**src/rtl/gpio_irq_detect.sv**
```systemverilog
module gpio_irq_detect #(
  parameter int NPINS = 8,
  parameter int AW    = 12
) (
  input  logic             clk,
  input  logic             rst_n,
  input  logic [NPINS-1:0] pin_in,
  input  logic [NPINS-1:0] pin_dir,
  input  logic [AW-1:0]    bus_addr,
  input  logic             bus_wr,
  input  logic [NPINS-1:0] bus_wdata,
  output logic [NPINS-1:0] bus_rdata,
  output logic             irq
);
  localparam logic [AW-1:0] A_SENSE = AW'(12'h404);
  localparam logic [AW-1:0] A_BOTH  = AW'(12'h408);
  localparam logic [AW-1:0] A_EVENT = AW'(12'h40C);
  localparam logic [AW-1:0] A_MASK  = AW'(12'h410);
  localparam logic [AW-1:0] A_RAW   = AW'(12'h414);
  localparam logic [AW-1:0] A_MSK   = AW'(12'h418);
  localparam logic [AW-1:0] A_CLR   = AW'(12'h41C);

  logic [NPINS-1:0] sense_q, both_q, event_q, mask_q, raw_q, prev_q;
  logic [NPINS-1:0] match, changed, hit, clr;

  assign match   = ~(pin_in ^ event_q);
  assign changed = pin_in ^ prev_q;
  assign hit     = ~pin_dir & ((sense_q & match) |
                               (~sense_q & changed & (both_q | match)));
  assign clr     = (bus_wr && bus_addr == A_CLR) ? bus_wdata : '0;
  assign irq     = |(raw_q & mask_q);

  always_ff @(posedge clk) begin
    if (!rst_n) begin
      sense_q <= '0;
      both_q  <= '0;
      event_q <= '0;
      mask_q  <= '0;
      raw_q   <= '0;
      prev_q  <= '0;
    end else begin
      prev_q <= pin_in;
      raw_q  <= (raw_q | hit) & ~clr;
      if (bus_wr) begin
        case (bus_addr)
          A_SENSE: sense_q <= bus_wdata;
          A_BOTH:  both_q  <= bus_wdata;
          A_EVENT: event_q <= bus_wdata;
          A_MASK:  mask_q  <= bus_wdata;
          default: ;
        endcase
      end
    end
  end

  always_comb begin
    case (bus_addr)
      A_SENSE: bus_rdata = sense_q;
      A_BOTH:  bus_rdata = both_q;
      A_EVENT: bus_rdata = event_q;
      A_MASK:  bus_rdata = mask_q;
      A_RAW:   bus_rdata = raw_q;
      A_MSK:   bus_rdata = raw_q & mask_q;
      default: bus_rdata = '0;
    endcase
  end


  out_pin_no_set_chk: assert property (@(posedge clk) disable iff (!rst_n)
    1'b1 |=> ((raw_q & ~$past(raw_q) & $past(pin_dir)) == '0));


  edge_needs_change_chk: assert property (@(posedge clk) disable iff (!rst_n)
    1'b1 |=> ((raw_q & ~$past(raw_q) & ~$past(sense_q) &
               ~($past(pin_in) ^ $past(prev_q))) == '0));


  level_sets_chk: assert property (@(posedge clk) disable iff (!rst_n)
    !(bus_wr && bus_addr == A_CLR) |=>
      (($past(sense_q & ~pin_dir & ~(pin_in ^ event_q)) & ~raw_q) == '0));


  clear_wins_chk: assert property (@(posedge clk) disable iff (!rst_n)
    (bus_wr && bus_addr == A_CLR) |=> ((raw_q & $past(bus_wdata)) == '0));


  irq_needs_mask_chk: assert property (@(posedge clk) disable iff (!rst_n)
    (mask_q == '0) |-> !irq);
endmodule

```
**config.mk**
```make
export PLATFORM = sky130hd
export DESIGN_NAME = gpio_irq_detect
export DESIGN_NICKNAME = d
export VERILOG_FILES = /design/src/rtl/gpio_irq_detect.sv
export SDC_FILE = /design/constraint.sdc
export NUM_CORES = 1
export LEC_CHECK = 0
export ABC_CLOCK_PERIOD_IN_PS = 2150
export BUFFER_PORTS_ARGS = -buffer_cell sky130_fd_sc_hd__buf_2
export CELL_PAD_IN_SITES_DETAIL_PLACEMENT = 0
export CELL_PAD_IN_SITES_GLOBAL_PLACEMENT = 1
export CORE_MARGIN = 1
export CORE_UTILIZATION = 38
export CTS_BUF_LIST = sky130_fd_sc_hd__clkbuf_16
export DETAILED_ROUTE_END_ITERATION = 12
export GPL_TIMING_DRIVEN = 0
export HOLD_SLACK_MARGIN = 0.05
export PLACE_DENSITY = 0.75
export SLEW_MARGIN = 20
export SYNTH_ARGS = -nofsm -noshare
export SYNTH_HDL_FRONTEND = slang
export SYNTH_SLANG_ARGS = --single-unit
```
**constraint.sdc**
```tcl
create_clock -name clk -period 2.15 [get_ports clk]
set_input_delay 0.43 -clock clk [delete_from_list [all_inputs] [get_ports clk]]
set_output_delay 0.43 -clock clk [all_outputs]
set_load 0.02 [all_outputs]
```
# ---- After elaboration in Yosys (flattened, before gate mapping)
# Cells that the tools add are included.
dict set report word_totals {
  elab_cells 36
  out_inout_bits 9
  ff_bits 48
  in_bits 39
}
dict set report classes {
  bitwise 15
  n_mux 2
  reduce_logical 6
  n_eq_ne 7
}
# cell n
set op_table {}
lappend op_table {{$eq A12 B11 Y1 const B} 7}
lappend op_table {{$and A8 B8 Y8} 6}
lappend op_table {{$pmux W8 S6} 1}
lappend op_table {{$not A8 Y8} 4}
lappend op_table {{$or A8 B8 Y8} 3}
lappend op_table {{$xor A8 B8 Y8} 2}
lappend op_table {{$mux W8} 1}
lappend op_table {{$reduce_and A2 Y1} 4}
lappend op_table {{$reduce_or A8 Y1} 1}
lappend op_table {{$logic_and A1 B1 Y1} 1}

# ---- Longest topological paths before layout
# Gate-level depths: netlist of the first run.
dict set report depth {
  word_depth 8
  ltp_mapped 5
}

# ---- Least setup slack after synthesis of the first run
# Ideal clock, no wire load.
dict set report synth_path {
  path_type {in2out}
  start {input bus_addr[9]}
  end {output bus_rdata[4]}
  slack_ns -0.498
  t_arrival_ns 2.218
  n_path_buf 2
  path_stages 5
  path_cell_list {or4b_1 -> buf_2 -> or3_1 -> clkbuf_1 -> a311oi_1}
}
dict set report synth_between {
  elab_chain_len 2
}
# element line
set synth_lines {}
lappend synth_lines {{from (decl)} 9} ;# input logic [AW-1:0] bus_addr,
lappend synth_lines {{$eq A12 B11 Y1} 57} ;# case (bus_addr)
lappend synth_lines {{$pmux W8 S6 (*)} 57}
lappend synth_lines {{to (decl)} 12} ;# output logic [NPINS-1:0] bus_rdata,
# Every way passes the cells marked *; elsewhere a longest branch is shown, timed or not.

# ---- Worst setup path after layout of the first run
dict set report layout_path {
  start {input bus_addr[7]}
  end {output bus_rdata[5]}
}
# Same word-level chain as after synthesis.

==> report_table.html, run 1 <==
<table>
<tr><th>Metric</th><th>Value</th></tr>
<tr><th colspan="2">Clock network</th></tr>
<tr><td>Clock input transition at the sequential cells of the worst setup and hold paths</td><td>70 ps</td></tr>
<tr><td>Count of H-tree levels built during CTS</td><td>2</td></tr>
<tr><td>Quantity of hold-fixing buffers added after cts</td><td>0</td></tr>
<tr><td>TritonCTS buffer count</td><td>5</td></tr>
<tr><td>Number of buffers on the longest clock path</td><td>2</td></tr>
<tr><td>CTS tree</td><td>done</td></tr>
<tr><td>Number of sinks handled by clock tree synthesis</td><td>48</td></tr>
<tr><td>Root buffer selected by CTS</td><td>sky130_fd_sc_hd__clkbuf_16</td></tr>
<tr><td>Worst-Skew Late Latency</td><td>290 ps</td></tr>
<tr><th colspan="2">Cells and area</th></tr>
<tr><td>Fraction of final layout cells sized beyond drive strength 1</td><td>0.2776</td></tr>
<tr><td>Total number of nets in the final design</td><td>373</td></tr>
<tr><td>Layout-stage area growth over the synthesis result</td><td>28.35%</td></tr>
<tr><td>Ant diodes</td><td>0</td></tr>
<tr><th colspan="2">Route</th></tr>
<tr><td>Length of the first detailed-routing pass in iterations</td><td>8</td></tr>
<tr><td>Vias after detailed routing</td><td>2269</td></tr>
<tr><td>Post-DRT Antenna Nets</td><td>0</td></tr>
<tr><td>Total wire length</td><td>7.137 mm</td></tr>
<tr><td>Routed via count divided by cell count</td><td>5.507</td></tr>
<tr><td>Routed wire length per instance</td><td>17.32 um</td></tr>
<tr><td>Post-route DRC violation count</td><td>4</td></tr>
<tr><td>DRC violation total after the first TritonRoute iteration</td><td>97</td></tr>
<tr><th colspan="2">GRT</th></tr>
<tr><td>First-pass GRT wire length</td><td>11.59 mm</td></tr>
<tr><td>Global Route Usage Sum</td><td>0.2103</td></tr>
<tr><td>Initial antenna violation count</td><td>0</td></tr>
<tr><td>Most used routing layer</td><td>met2</td></tr>
<tr><td>Pin count of the biggest net entering global routing</td><td>15</td></tr>
<tr><td>Met3 capacity usage during global routing</td><td>0.03343</td></tr>
<tr><td>Via count of the first global-routing pass</td><td>2228</td></tr>
<tr><td>Global routing met1 resource utilization</td><td>0.2883</td></tr>
<tr><td>Met2 Usage GRT</td><td>0.3466</td></tr>
<tr><td>Sum of overflow across all layers after global routing</td><td>0</td></tr>
<tr><th colspan="2">Pwr</th></tr>
<tr><td>Sequential power share</td><td>0.488</td></tr>
<tr><td>Worst vdd ir</td><td>461.3 uV</td></tr>
<tr><td>Part of the power in combinational logic</td><td>0.108</td></tr>
<tr><td>Net switching power</td><td>472.3 uW</td></tr>
<tr><td>Internal power</td><td>1413 uW</td></tr>
<tr><td>Static Leakage</td><td>0.001419 uW</td></tr>
<tr><td>Pwr per Cell Area</td><td>567.8 nW/um^2</td></tr>
<tr><td>Switching share of power</td><td>0.2506</td></tr>
<tr><td>Clock power share</td><td>0.405</td></tr>
<tr><th colspan="2">Synth</th></tr>
<tr><td>Number of standard cells after synthesis</td><td>276</td></tr>
<tr><td>Number of enable flip-flop cells after synthesis</td><td>0</td></tr>
<tr><td>Register bit count reported by yosys</td><td>48</td></tr>
<tr><td>Synth Net Count</td><td>315</td></tr>
<tr><td>Fraction of the yosys area taken by sequential cells</td><td>0.3716</td></tr>
<tr><td>Largest area contributor in the netlist</td><td>sky130_fd_sc_hd__dfxtp_1</td></tr>
<tr><td>Share of the synthesized area in the top cell type</td><td>0.3716</td></tr>
<tr><td>Number of warnings printed during yosys synthesis</td><td>0</td></tr>
<tr><td>Mean instance size in the synthesized netlist</td><td>9.370 sq um</td></tr>
<tr><td>Leading cell types by total area after synthesis</td><td>sky130_fd_sc_hd__dfxtp_1 (37%), sky130_fd_sc_hd__mux2i_1 (13%), sky130_fd_sc_hd__nand2_1 (6.2%)</td></tr>
<tr><td>Area of the mapped netlist</td><td>2586 sq um</td></tr>
<tr><td>Number of distinct standard cells referenced by the synthesized netlist</td><td>39</td></tr>
<tr><td>Top FF cell, synth</td><td>sky130_fd_sc_hd__dfxtp_1</td></tr>
<tr><td>Share of flip-flops with an asynchronous set or reset after synthesis</td><td>0</td></tr>
<tr><th colspan="2">Setup path</th></tr>
<tr><td>Startpoint Class</td><td>primary input</td></tr>
<tr><td>Critical path data required time</td><td>1720 ps</td></tr>
<tr><td>Capturing point of the worst reg2reg path</td><td>raw_q[5]$_SDFF_PN0_</td></tr>
<tr><td>Largest driver fanout on the critical path</td><td>8</td></tr>
<tr><td>Reg2Reg Depth</td><td>3</td></tr>
<tr><td>Arrival time reported for the critical path endpoint</td><td>2050 ps</td></tr>
<tr><td>Start-to-end type of the worst setup path</td><td>in -&gt; out</td></tr>
<tr><td>Worst-case register-to-register setup slack</td><td>1220 ps</td></tr>
<tr><td>Startpoint of the worst-slack reg-to-reg timing path</td><td>prev_q[5]$_SDFF_PN0_</td></tr>
<tr><td>Type of destination of the critical path</td><td>output pin</td></tr>
<tr><th colspan="2">Floorplan</th></tr>
<tr><td>Die boundary width</td><td>84.50 um</td></tr>
<tr><td>Die extent in y</td><td>84.50 um</td></tr>
<tr><td>Initial Utilization</td><td>0.4004</td></tr>
<tr><td>Number of ports placed on the die boundary</td><td>48</td></tr>
<tr><td>Std-Cell Core Area</td><td>6459 sq um</td></tr>
<tr><td>Die footprint</td><td>7139 sq um</td></tr>
<tr><td>Row count</td><td>29</td></tr>
<tr><th colspan="2">STA</th></tr>
<tr><td>Hold WS</td><td>330.0 ps</td></tr>
<tr><td>Portion of the clock cycle consumed by the worst path in the final layout</td><td>1.154</td></tr>
<tr><td>RSZ-0062 raised after global routing</td><td>true</td></tr>
<tr><td>Worst Skew</td><td>2.167 ps</td></tr>
<tr><td>Worst slew margin relative to its limit</td><td>0.4847</td></tr>
<tr><td>Fin. max-slew vios</td><td>0</td></tr>
<tr><td>Final hold violations</td><td>0</td></tr>
<tr><td>Setup total negative slack</td><td>-2174 ps</td></tr>
<tr><td>Final-report setup violation count</td><td>8</td></tr>
<tr><td>Min Clock Period, post-route</td><td>2482 ps</td></tr>
<tr><td>Post-layout worst setup margin</td><td>-331.6 ps</td></tr>
<tr><td>Highest clock frequency the design can meet</td><td>403.0 MHz</td></tr>
<tr><td>Transition time at the pin with the least slew margin</td><td>767.2 ps</td></tr>
<tr><th colspan="2">Hold path</th></tr>
<tr><td>WHS Endpoint</td><td>raw_q[4]$_SDFF_PN0_</td></tr>
<tr><td>Worst min path class</td><td>in -&gt; reg</td></tr>
<tr><td>Hold Path Depth</td><td>2</td></tr>
<tr><td>Start point of the worst min-delay path</td><td>bus_wdata[4]</td></tr>
<tr><th colspan="2">Place</th></tr>
<tr><td>HPWL after detailed placement</td><td>4.863 mm</td></tr>
<tr><td>Count of port buffers added during placement</td><td>46</td></tr>
<tr><td>Worst slack at placement</td><td>-557.7 ps</td></tr>
<tr><td>Global placement routability congestion</td><td>0.7618</td></tr>
<tr><th colspan="2">Run</th></tr>
<tr><td>Number of max-cap violations</td><td>0</td></tr>
<tr><th colspan="2">Run status</th></tr>
<tr><td>Outcome</td><td>finished with violations</td></tr>
<tr><td>Violations in the final reports</td><td>design-rule violations, negative setup slack</td></tr>
</table>
-- state kept, by name, summed over array words and instances (netlist names) --
register	cells
both_q	8
event_q	8
mask_q	8
sense_q	8
prev_q	8
raw_q	8
-- cell type report --
cell class,instances,area (sq um)
Timing Repair Buffer,54,359.1
Clock inverter,3,15.01
Tap cell,77,96.34
Clock buffer,5,125.1
Sequential cell,48,960.9
Inverter,5,18.77
Fill cell,646,3139
Multi-Input combinational cell,205,1659
Buffer,15,85.08
-- critical path, cell delays in order --
cell	delay, ps
sky130_fd_sc_hd__buf_6	90
sky130_fd_sc_hd__or4_4	530
sky130_fd_sc_hd__or3_4	490
sky130_fd_sc_hd__buf_12	160
sky130_fd_sc_hd__a211oi_4	210
sky130_fd_sc_hd__buf_6	150
-- kinds of logic after synthesis --
family	Yosys count	share of synthesized area
compound gates	51	0.1558
xor+xnor	16	0.05419
flops	48	0.3716
mux	40	0.1577
buf+inv	23	0.04305
simple gates	98	0.2177
-- layer usage --
layer | wire length, um | up-vias | part of all wire
met3 | 234 | 5 | 0.033
met5 | 0 | - | 0
met2 | 3360 | 43 | 0.47
met4 | 49 | 0 | 0.0069
li1 | - | 1117 | -
met1 | 3492 | 1104 | 0.49
-- layout by cell type (no fill, tap or decap), drive strengths merged, types with 6 or more instances in the layout --
cell type  instances
a211oi            10
a221oi             7
and2               8
buf               57
clkbuf            17
dfxtp             48
inv                6
mux2               6
mux2i             34
nand2             43
nand2b            13
nor2b             13
o31ai             16
xnor2              8
xor2               8
-- worst max-delay path by stage --
stage	from	endpoint	slack (ps)	cells past startpoint
2_1_floorplan	bus_addr[9]	bus_rdata[1]	-280	5
6_report	bus_addr[7]	bus_rdata[5]	-330	6
4_1_cts	bus_addr[7]	bus_rdata[4]	-440	7
3_5_place_dp	bus_addr[4]	bus_rdata[5]	-560	6
5_1_grt	bus_addr[7]	bus_rdata[5]	-360	6
3_3_place_gp	bus_addr[4]	bus_rdata[2]	-550	6
-- per-stage QoR --
| stage | cell area, sq um | util | power [uW] | std cells |
|---|---|---|---|---|
| finish | 3319 | 0.5139 | 1885 | 412 |
| global route | 3319 | 0.5139 | 1952 | 412 |
| CTS | 3302 | 0.5112 | 1898 | 409 |
| detailed placement | 3054 | 0.4729 | 1138 | 399 |
| global placement | 3045 | 0.4715 | 1135 | 399 |
| floorplan | 2719 | - | 1052 | 276 |
-- power by group through the flow --
stage / combinational (uW) / sequential, uW / clock (uW)
after global placement: 196 / 939 / 0
final: 203 / 919 / 763
after detailed placement: 199 / 940 / 0
after CTS: 204 / 919 / 775
after floorplan: 118 / 934 / 0
after global routing: 224 / 921 / 808
-- timing repair --
action | CTS | global route
endpoints found under the setup margin | 8 | 16
pin swaps | 5 | 5
gates resized for setup | 23 | 7
buffers inserted | 3 | 5
-- synthesized netlist by cell type, types with 2 or more instances --
cell type / count
sky130_fd_sc_hd__a211oi_1: 10
sky130_fd_sc_hd__a221oi_1: 7
sky130_fd_sc_hd__a22oi_1: 2
sky130_fd_sc_hd__a311oi_1: 4
sky130_fd_sc_hd__a31oi_1: 3
sky130_fd_sc_hd__and2_1: 8
sky130_fd_sc_hd__buf_1: 2
sky130_fd_sc_hd__buf_6: 3
sky130_fd_sc_hd__clkbuf_1: 11
sky130_fd_sc_hd__dfxtp_1: 48
sky130_fd_sc_hd__inv_1: 5
sky130_fd_sc_hd__mux2_2: 6
sky130_fd_sc_hd__mux2i_1: 34
sky130_fd_sc_hd__nand2_1: 43
sky130_fd_sc_hd__nand2b_1: 13
sky130_fd_sc_hd__nand3_1: 4
sky130_fd_sc_hd__nand3b_1: 2
sky130_fd_sc_hd__nor2b_1: 13
sky130_fd_sc_hd__o211ai_1: 4
sky130_fd_sc_hd__o221a_2: 2
sky130_fd_sc_hd__o31ai_1: 16
sky130_fd_sc_hd__or4_4: 3
sky130_fd_sc_hd__or4bb_1: 3
sky130_fd_sc_hd__xnor2_1: 8
sky130_fd_sc_hd__xor2_1: 8
No activity file was read; power rests on OpenSTA's default activity.
==> run 2: changes to the inputs <==
--- a/config.mk
+++ b/config.mk
@@ -11,7 +11,6 @@
 export CELL_PAD_IN_SITES_GLOBAL_PLACEMENT = 1
 export CORE_MARGIN = 1
 export CORE_UTILIZATION = 38
-export CTS_BUF_LIST = sky130_fd_sc_hd__clkbuf_16
 export DETAILED_ROUTE_END_ITERATION = 12
 export GPL_TIMING_DRIVEN = 0
 export HOLD_SLACK_MARGIN = 0.05
==> run 2 against run 1 <==
  * The run still ends with design-rule violations, negative setup slack left
  * Worst hold slack got worse by 22 ps
  * Wire length is 1.3% lower
  * First-iteration DRC count shrank 5.2%
  * Design area decreased by 1.4%
  * Global-route usage down 0.083 points
  * Clock skew grew 2.0 ps
  * Power down 10%
  * Via count is the same
  * Critical path depth is the same
  * Critical path type unchanged
==> report_table.html, run 2 (synthesized netlist as in run 1, its figures left out) <==
<table>
<tr><th>Metric</th><th>Value</th></tr>
<tr><th colspan="2">Run status</th></tr>
<tr><td>Outcome</td><td>finished with violations</td></tr>
<tr><td>Violations in the final reports</td><td>design-rule violations, negative setup slack</td></tr>
<tr><th colspan="2">Floorplan</th></tr>
<tr><td>Die footprint</td><td>7139 sq um</td></tr>
<tr><td>Die extent in y</td><td>84.50 um</td></tr>
<tr><td>Initial Utilization</td><td>0.4004</td></tr>
<tr><td>Row count</td><td>29</td></tr>
<tr><td>Die boundary width</td><td>84.50 um</td></tr>
<tr><td>Std-Cell Core Area</td><td>6459 sq um</td></tr>
<tr><td>Number of ports placed on the die boundary</td><td>48</td></tr>
<tr><th colspan="2">Pwr</th></tr>
<tr><td>Static Leakage</td><td>0.001395 uW</td></tr>
<tr><td>Worst vdd ir</td><td>331.3 uV</td></tr>
<tr><td>Pwr per Cell Area</td><td>517.1 nW/um^2</td></tr>
<tr><td>PnR Total Power</td><td>1693 uW</td></tr>
<tr><th colspan="2">Clock network</th></tr>
<tr><td>Number of buffers on the longest clock path</td><td>2</td></tr>
<tr><td>Root buffer selected by CTS</td><td>sky130_fd_sc_hd__clkbuf_8</td></tr>
<tr><td>CTS tree</td><td>done</td></tr>
<tr><td>Quantity of hold-fixing buffers added after cts</td><td>0</td></tr>
<tr><td>Number of sinks handled by clock tree synthesis</td><td>48</td></tr>
<tr><td>Clock input transition at the sequential cells of the worst setup and hold paths</td><td>90 ps</td></tr>
<tr><td>Worst-Skew Late Latency</td><td>300 ps</td></tr>
<tr><td>Count of H-tree levels built during CTS</td><td>2</td></tr>
<tr><td>TritonCTS buffer count</td><td>5</td></tr>
<tr><th colspan="2">Setup path</th></tr>
<tr><td>Critical path data required time</td><td>1720 ps</td></tr>
<tr><td>Largest driver fanout on the critical path</td><td>8</td></tr>
<tr><td>Type of destination of the critical path</td><td>output pin</td></tr>
<tr><td>Start-to-end type of the worst setup path</td><td>in -&gt; out</td></tr>
<tr><td>Startpoint of the worst-slack reg-to-reg timing path</td><td>event_q[3]$_SDFFE_PN0P_</td></tr>
<tr><td>Worst-case register-to-register setup slack</td><td>1220 ps</td></tr>
<tr><td>Timing endpoint of the critical path</td><td>bus_rdata[5]</td></tr>
<tr><td>Timing startpoint of the critical path</td><td>bus_addr[7]</td></tr>
<tr><td>Startpoint Class</td><td>primary input</td></tr>
<tr><td>Capturing point of the worst reg2reg path</td><td>raw_q[3]$_SDFF_PN0_</td></tr>
<tr><td>Reg2Reg Depth</td><td>3</td></tr>
<tr><td>Arrival time reported for the critical path endpoint</td><td>2050 ps</td></tr>
<tr><th colspan="2">Route</th></tr>
<tr><td>Routed via count divided by cell count</td><td>5.507</td></tr>
<tr><td>Post-DRT Antenna Nets</td><td>0</td></tr>
<tr><td>Total wire length</td><td>7.042 mm</td></tr>
<tr><td>Post-route DRC violation count</td><td>4</td></tr>
<tr><td>Vias after detailed routing</td><td>2269</td></tr>
<tr><td>DRC violation total after the first TritonRoute iteration</td><td>92</td></tr>
<tr><td>Routed wire length per instance</td><td>17.09 um</td></tr>
<tr><td>Length of the first detailed-routing pass in iterations</td><td>8</td></tr>
<tr><th colspan="2">Cells and area</th></tr>
<tr><td>Leading cell types in the layout, fill and taps excluded</td><td>sky130_fd_sc_hd__dfxtp_1 (48), sky130_fd_sc_hd__nand2_1 (43), sky130_fd_sc_hd__buf_2 (37), sky130_fd_sc_hd__mux2i_1 (34), sky130_fd_sc_hd__o31ai_1 (16)</td></tr>
<tr><td>Commonest non-fill, non-tap cell in the layout</td><td>sky130_fd_sc_hd__dfxtp_1</td></tr>
<tr><td>Total number of nets in the final design</td><td>373</td></tr>
<tr><td>Layout-stage area growth over the synthesis result</td><td>26.56%</td></tr>
<tr><td>Ant diodes</td><td>0</td></tr>
<tr><td>Fraction of final layout cells sized beyond drive strength 1</td><td>0.2806</td></tr>
<tr><th colspan="2">STA</th></tr>
<tr><td>Worst Skew</td><td>4.198 ps</td></tr>
<tr><td>Final hold violations</td><td>0</td></tr>
<tr><td>Setup total negative slack</td><td>-2169 ps</td></tr>
<tr><td>Portion of the clock cycle consumed by the worst path in the final layout</td><td>1.155</td></tr>
<tr><td>RSZ-0062 raised after global routing</td><td>true</td></tr>
<tr><td>Transition time at the pin with the least slew margin</td><td>754.2 ps</td></tr>
<tr><td>Highest clock frequency the design can meet</td><td>402.9 MHz</td></tr>
<tr><td>Fin. max-slew vios</td><td>0</td></tr>
<tr><td>Post-layout worst setup margin</td><td>-332.2 ps</td></tr>
<tr><td>Final-report setup violation count</td><td>8</td></tr>
<tr><td>Worst slew margin relative to its limit</td><td>0.4934</td></tr>
<tr><td>Min Clock Period, post-route</td><td>2482 ps</td></tr>
<tr><th colspan="2">Place</th></tr>
<tr><td>Worst slack at placement</td><td>-557.7 ps</td></tr>
<tr><td>Global placement routability congestion</td><td>0.7618</td></tr>
<tr><td>HPWL after detailed placement</td><td>4.863 mm</td></tr>
<tr><td>Count of port buffers added during placement</td><td>46</td></tr>
<tr><th colspan="2">Hold path</th></tr>
<tr><td>Worst min path class</td><td>in -&gt; reg</td></tr>
<tr><th colspan="2">GRT</th></tr>
<tr><td>Sum of overflow across all layers after global routing</td><td>0</td></tr>
<tr><td>Via count of the first global-routing pass</td><td>2237</td></tr>
<tr><td>Initial antenna violation count</td><td>0</td></tr>
<tr><td>Global Route Usage Sum</td><td>0.2094</td></tr>
<tr><td>First-pass GRT wire length</td><td>11.57 mm</td></tr>
<tr><td>Pin count of the biggest net entering global routing</td><td>15</td></tr>
<tr><th colspan="2">Run</th></tr>
<tr><td>Number of max-cap violations</td><td>0</td></tr>
</table>
==> run 2: cell count changes in the layout (fill, tap and decap cells not counted), sizes merged <==
cell,previous run,this run
inv,6,5
clkinv,1,0
clkbuf,17,19
==> run 2: worst min-delay path by stage <==
stage / start / endpoint / slack, ps / depth (start not counted)
finish: bus_wdata[4] / raw_q[4]$_SDFF_PN0_ / 310 / 2
floorplan: both_q[3]$_SDFFE_PN0P_ / both_q[3]$_SDFFE_PN0P_ / 440 / 2
global placement: both_q[3]$_SDFFE_PN0P_ / both_q[3]$_SDFFE_PN0P_ / 460 / 2
detailed placement: both_q[2]$_SDFFE_PN0P_ / both_q[2]$_SDFFE_PN0P_ / 460 / 2
global route: bus_wdata[6] / raw_q[6]$_SDFF_PN0_ / 300 / 2
CTS: bus_wdata[4] / raw_q[4]$_SDFF_PN0_ / 300 / 2
==> run 2: cell type report <==
type                    instances  area [sq um]
plain buffers                  15         85.08
clock inverters                 1         7.507
repair buffers                 54         359.1
clock buffers                   7         86.33
flip-flops and latches         48         960.9
multi-input cells             205          1659
fillers                       657          3186
inverters                       5         18.77
well taps                      77         96.34
==> run 2: routing by layer <==
metal / vias up / track usage / part of all wire
li1: 1121 / - / -
met4: 0 / 0.05085 / 0.0089
met3: 8 / 0.03343 / 0.041
met1: 1093 / 0.2859 / 0.48
met5: - / 0 / 0
met2: 47 / 0.3466 / 0.47
==> run 2: critical path: stages <==
cell and delay, ps:
sky130_fd_sc_hd__buf_6 90, sky130_fd_sc_hd__or4_4 530, sky130_fd_sc_hd__or3_4 490, sky130_fd_sc_hd__buf_12 160, sky130_fd_sc_hd__a211oi_4 210, sky130_fd_sc_hd__buf_6 150
==> run 2: power by group <==
group	internal (uW)	switching, uW	leakage [uW]
registers	903	15.1	0.000390
logic	85.0	117	0.000961
clock network	262	310	0.0000445
==> run 2: repair_timing <==
action                     4_1_cts  5_1_grt
pin swaps                        3        5
setup endpoints to repair        8       11
hold endpoints to repair         0        0
setup buffers                    3        5
gates resized for setup         23        7
==> run 2: per-stage QoR <==
stage          hold slack, ps  cell area, sq um  utilization  instances
2_1_floorplan           444.4              2719            -        276
6_report                308.2              3273       0.5068        412
5_1_grt                 301.4              3273       0.5068        412
3_3_place_gp            458.7              3045       0.4715        399
4_1_cts                 298.3              3256       0.5041        409
3_5_place_dp            464.9              3054       0.4729        399
==> run 3: changes to the inputs <==
--- a/config.mk
+++ b/config.mk
@@ -5,12 +5,13 @@
 export SDC_FILE = /design/constraint.sdc
 export NUM_CORES = 1
 export LEC_CHECK = 0
+export ABC_AREA = 1
 export ABC_CLOCK_PERIOD_IN_PS = 2150
 export BUFFER_PORTS_ARGS = -buffer_cell sky130_fd_sc_hd__buf_2
 export CELL_PAD_IN_SITES_DETAIL_PLACEMENT = 0
 export CELL_PAD_IN_SITES_GLOBAL_PLACEMENT = 1
 export CORE_MARGIN = 1
-export CORE_UTILIZATION = 38
+export CORE_UTILIZATION = 35
 export DETAILED_ROUTE_END_ITERATION = 12
 export GPL_TIMING_DRIVEN = 0
 export HOLD_SLACK_MARGIN = 0.05
==> run 3 against run 2 <==
  * The flow now finishes without violations
  * Clock power down 5.9%
  * Critical path depth up 4
  * Die area up 24%
  * Register-to-register slack worse by 100 ps
  * Power down 2.8%
  * Worst hold slack better by 33 ps
  * Largest cell class unchanged
  * Wire length up 30%
  * Final cell count up 61%
  * Area after synthesis up 15%
==> report_table.html, run 3 <==
<table>
<tr><th>Metric</th><th>Value</th></tr>
<tr><th colspan="2">Synth</th></tr>
<tr><td>Fraction of the yosys area taken by sequential cells</td><td>0.3231</td></tr>
<tr><td>Number of standard cells after synthesis</td><td>499</td></tr>
<tr><td>Number of enable flip-flop cells after synthesis</td><td>0</td></tr>
<tr><td>Top-count cell post-synth</td><td>sky130_fd_sc_hd__nand2_1</td></tr>
<tr><td>Register bit count reported by yosys</td><td>48</td></tr>
<tr><td>Largest area contributor in the netlist</td><td>sky130_fd_sc_hd__dfxtp_1</td></tr>
<tr><td>Most numerous cell types in the synthesized netlist</td><td>sky130_fd_sc_hd__nand2_1 (143), sky130_fd_sc_hd__inv_1 (83), sky130_fd_sc_hd__nor2_1 (82)</td></tr>
<tr><td>Leading cell types by total area after synthesis</td><td>sky130_fd_sc_hd__dfxtp_1 (32%), sky130_fd_sc_hd__nand2_1 (18%), sky130_fd_sc_hd__inv_1 (10%)</td></tr>
<tr><td>Mean instance size in the synthesized netlist</td><td>5.960 sq um</td></tr>
<tr><td>Top FF cell, synth</td><td>sky130_fd_sc_hd__dfxtp_1</td></tr>
<tr><td>Area of the mapped netlist</td><td>2974 sq um</td></tr>
<tr><td>Number of warnings printed during yosys synthesis</td><td>0</td></tr>
<tr><td>Number of distinct standard cells referenced by the synthesized netlist</td><td>25</td></tr>
<tr><td>Share of the synthesized area in the top cell type</td><td>0.3231</td></tr>
<tr><td>Share of flip-flops with an asynchronous set or reset after synthesis</td><td>0</td></tr>
<tr><td>Synth Net Count</td><td>538</td></tr>
<tr><th colspan="2">Route</th></tr>
<tr><td>Vias after detailed routing</td><td>3160</td></tr>
<tr><td>Total wire length</td><td>9.164 mm</td></tr>
<tr><td>Post-route DRC violation count</td><td>0</td></tr>
<tr><td>Routed wire length per instance</td><td>13.80 um</td></tr>
<tr><td>Length of the first detailed-routing pass in iterations</td><td>5</td></tr>
<tr><td>DRC violation total after the first TritonRoute iteration</td><td>166</td></tr>
<tr><td>Routed via count divided by cell count</td><td>4.759</td></tr>
<tr><td>Post-DRT Antenna Nets</td><td>0</td></tr>
<tr><th colspan="2">Clock network</th></tr>
<tr><td>Clock input transition at the sequential cells of the worst setup and hold paths</td><td>100 ps</td></tr>
<tr><td>Count of H-tree levels built during CTS</td><td>2</td></tr>
<tr><td>CTS tree</td><td>done</td></tr>
<tr><td>Number of buffers on the longest clock path</td><td>2</td></tr>
<tr><td>Quantity of hold-fixing buffers added after cts</td><td>0</td></tr>
<tr><td>TritonCTS buffer count</td><td>5</td></tr>
<tr><td>Number of sinks handled by clock tree synthesis</td><td>48</td></tr>
<tr><td>Root buffer selected by CTS</td><td>sky130_fd_sc_hd__clkbuf_8</td></tr>
<tr><td>Worst-Skew Late Latency</td><td>310 ps</td></tr>
<tr><th colspan="2">Cells and area</th></tr>
<tr><td>Layout-stage area growth over the synthesis result</td><td>18.01%</td></tr>
<tr><td>FF+latch area</td><td>960.9 sq um</td></tr>
<tr><td>Fill cells</td><td>951</td></tr>
<tr><td>Fraction of final layout cells sized beyond drive strength 1</td><td>0.1807</td></tr>
<tr><td>Leading cell types in the layout, fill and taps excluded</td><td>sky130_fd_sc_hd__nand2_1 (142), sky130_fd_sc_hd__inv_1 (82), sky130_fd_sc_hd__nor2_1 (81), sky130_fd_sc_hd__nand3_1 (56), sky130_fd_sc_hd__buf_2 (49)</td></tr>
<tr><td>Area taken by multi-input logic gates</td><td>1633 sq um</td></tr>
<tr><td>Utilization of the core after routing</td><td>0.4271</td></tr>
<tr><td>Commonest non-fill, non-tap cell in the layout</td><td>sky130_fd_sc_hd__nand2_1</td></tr>
<tr><td>Ant diodes</td><td>0</td></tr>
<tr><td>Final std cell area, no fill</td><td>3510 sq um</td></tr>
<tr><td>Total number of nets in the final design</td><td>598</td></tr>
<tr><td>Final non-filler cell total</td><td>664</td></tr>
<tr><th colspan="2">GRT</th></tr>
<tr><td>Initial antenna violation count</td><td>0</td></tr>
<tr><td>Sum of overflow across all layers after global routing</td><td>0</td></tr>
<tr><td>First-pass GRT wire length</td><td>14.67 mm</td></tr>
<tr><td>Via count of the first global-routing pass</td><td>2939</td></tr>
<tr><td>Global Route Usage Sum</td><td>0.2213</td></tr>
<tr><td>Met3 capacity usage during global routing</td><td>0.02994</td></tr>
<tr><td>Global routing met1 resource utilization</td><td>0.2952</td></tr>
<tr><td>Met2 Usage GRT</td><td>0.3714</td></tr>
<tr><td>Most used routing layer</td><td>met2</td></tr>
<tr><td>Pin count of the biggest net entering global routing</td><td>14</td></tr>
<tr><th colspan="2">Pwr</th></tr>
<tr><td>Sequential power share</td><td>0.555</td></tr>
<tr><td>Worst vdd ir</td><td>274.7 uV</td></tr>
<tr><td>Clock power share</td><td>0.327</td></tr>
<tr><td>Internal power</td><td>1199 uW</td></tr>
<tr><td>Static Leakage</td><td>0.001906 uW</td></tr>
<tr><td>Part of the power in combinational logic</td><td>0.118</td></tr>
<tr><td>Net switching power</td><td>445.7 uW</td></tr>
<tr><td>Switching share of power</td><td>0.2710</td></tr>
<tr><td>Pwr per Cell Area</td><td>468.6 nW/um^2</td></tr>
<tr><th colspan="2">Setup path</th></tr>
<tr><td>Type of destination of the critical path</td><td>output pin</td></tr>
<tr><td>Critical path data required time</td><td>1720 ps</td></tr>
<tr><td>Arrival time reported for the critical path endpoint</td><td>1610 ps</td></tr>
<tr><td>Delay of the slowest critical-path stage</td><td>210 ps</td></tr>
<tr><td>Startpoint Class</td><td>primary input</td></tr>
<tr><td>Cell type group with the largest total delay on the critical path</td><td>simple AND/OR/NAND/NOR gates</td></tr>
<tr><td>Critical path, cell by cell</td><td>buf_2 -&gt; inv_1 -&gt; nand2_1 -&gt; nor2_4 -&gt; nand2_2 -&gt; buf_4 -&gt; nor3_1 -&gt; nor2_1 -&gt; nand2_1 -&gt; buf_2</td></tr>
<tr><td>Library cell contributing the largest single delay on the critical path</td><td>sky130_fd_sc_hd__nor2_4</td></tr>
<tr><td>Number of buffers and inverters on the critical path</td><td>4</td></tr>
<tr><td>Start-to-end type of the worst setup path</td><td>in -&gt; out</td></tr>
<tr><td>Reg2Reg Depth</td><td>6</td></tr>
<tr><td>Critical path depth</td><td>10</td></tr>
<tr><td>Largest driver fanout on the critical path</td><td>10</td></tr>
<tr><th colspan="2">Floorplan</th></tr>
<tr><td>Number of ports placed on the die boundary</td><td>48</td></tr>
<tr><td>Std-Cell Core Area</td><td>8217 sq um</td></tr>
<tr><td>Row count</td><td>33</td></tr>
<tr><td>Die boundary width</td><td>94.18 um</td></tr>
<tr><td>Die extent in y</td><td>94.18 um</td></tr>
<tr><td>Die footprint</td><td>8870 sq um</td></tr>
<tr><td>Initial Utilization</td><td>0.3620</td></tr>
<tr><th colspan="2">Run status</th></tr>
<tr><td>Outcome</td><td>completed</td></tr>
<tr><th colspan="2">STA</th></tr>
<tr><td>Worst Skew</td><td>8.559 ps</td></tr>
<tr><td>Portion of the clock cycle consumed by the worst path in the final layout</td><td>0.9510</td></tr>
<tr><td>Worst slew margin relative to its limit</td><td>0.5156</td></tr>
<tr><td>Setup total negative slack</td><td>0 ps</td></tr>
<tr><td>Final-report setup violation count</td><td>0</td></tr>
<tr><td>Hold WS</td><td>341.0 ps</td></tr>
<tr><td>Min Clock Period, post-route</td><td>2045 ps</td></tr>
<tr><td>Transition time at the pin with the least slew margin</td><td>726.6 ps</td></tr>
<tr><td>Highest clock frequency the design can meet</td><td>489.1 MHz</td></tr>
<tr><td>Fin. max-slew vios</td><td>0</td></tr>
<tr><td>Final hold violations</td><td>0</td></tr>
<tr><th colspan="2">Hold path</th></tr>
<tr><td>Worst min path class</td><td>in -&gt; reg</td></tr>
<tr><td>Hold Path Depth</td><td>3</td></tr>
<tr><th colspan="2">Place</th></tr>
<tr><td>Count of port buffers added during placement</td><td>46</td></tr>
<tr><td>Global placement routability congestion</td><td>0.8243</td></tr>
<tr><td>Placed Cells</td><td>650</td></tr>
<tr><td>Placed cell area</td><td>3336 sq um</td></tr>
<tr><td>HPWL after detailed placement</td><td>6.450 mm</td></tr>
<tr><th colspan="2">Run</th></tr>
<tr><td>Number of max-cap violations</td><td>0</td></tr>
</table>
-- run 3: cell count changes in the layout (fill, tap and decap cells not counted), sizes merged, moves of 34 or more --
cell / previous run / this run
nand2: 43 / 146
inv: 5 / 85
nor2: 0 / 93
mux2i: 34 / 0
nand3: 4 / 58
-- run 3: routing by layer --
layer,vias to the layer above,wire length [um]
li1,1649,-
met1,1403,4379
met2,99,4084
met3,9,567
met4,0,132
met5,-,0
-- run 3: cell families (layout without fill, tap and decap cells) --
| logic type | after synthesis | count (layout) | share of synthesized area |
|---|---|---|---|
| compound gates | 26 | 26 | 0.04628 |
| flops | 48 | 48 | 0.3231 |
| simple gates | 326 | 326 | 0.4977 |
| buf+inv | 99 | 159 | 0.1329 |
-- run 3: layout make-up --
class / count / area share
clock buffers: 6 / 0.02068
plain buffers: 12 / 0.02567
clock inverters: 1 / 0.001426
repair buffers: 53 / 0.08057
flip-flops and latches: 48 / 0.2738
well taps: 105 / 0.03743
inverters: 87 / 0.09519
multi-input cells: 352 / 0.4652
-- run 3: through the flow --
stage	total power [uW]	worst slack (ps)
global placement	1117	-83.78
detailed placement	1121	-96.09
CTS	1655	-26.87
global route	1708	-5.761
finish	1645	105.2
floorplan	1034	383.9
-- run 3: final timing paths --
| kind | startpoint | endpoint | slack (ps) |
|---|---|---|---|
| max | bus_addr[6] | bus_rdata[7] | 110 |
| min | pin_in[0] | prev_q[0]$_SDFF_PN0_ | 340 |
| max reg2reg | event_q[3]$_SDFFE_PN0P_ | raw_q[3]$_SDFF_PN0_ | 1120 |
| min reg2reg | event_q[4]$_SDFFE_PN0P_ | event_q[4]$_SDFFE_PN0P_ | 520 |
-- run 3: repair_timing --
action	4_1_cts	5_1_grt
setup endpoints to repair	8	8
pin swaps	0	3
resized for setup	3	13
buffers inserted	0	7
-- run 3: worst reg2reg max path: cells and delay by family (launching register included) --
kind / cells / cell delay, ps
buffers and inverters: 1 / 30
and+or+nand+nor: 5 / 590
DFF: 1 / 350
-- run 3: power by group through the flow --
| stage | registers, uW | clock network, uW | logic (uW) |
|---|---|---|---|
| after floorplan | 932 | 0 | 102 |
| after global placement | 934 | 0 | 183 |
| after detailed placement | 934 | 0 | 186 |
| after CTS | 914 | 553 | 189 |
| after global routing | 915 | 573 | 219 |
| final | 913 | 538 | 193 |
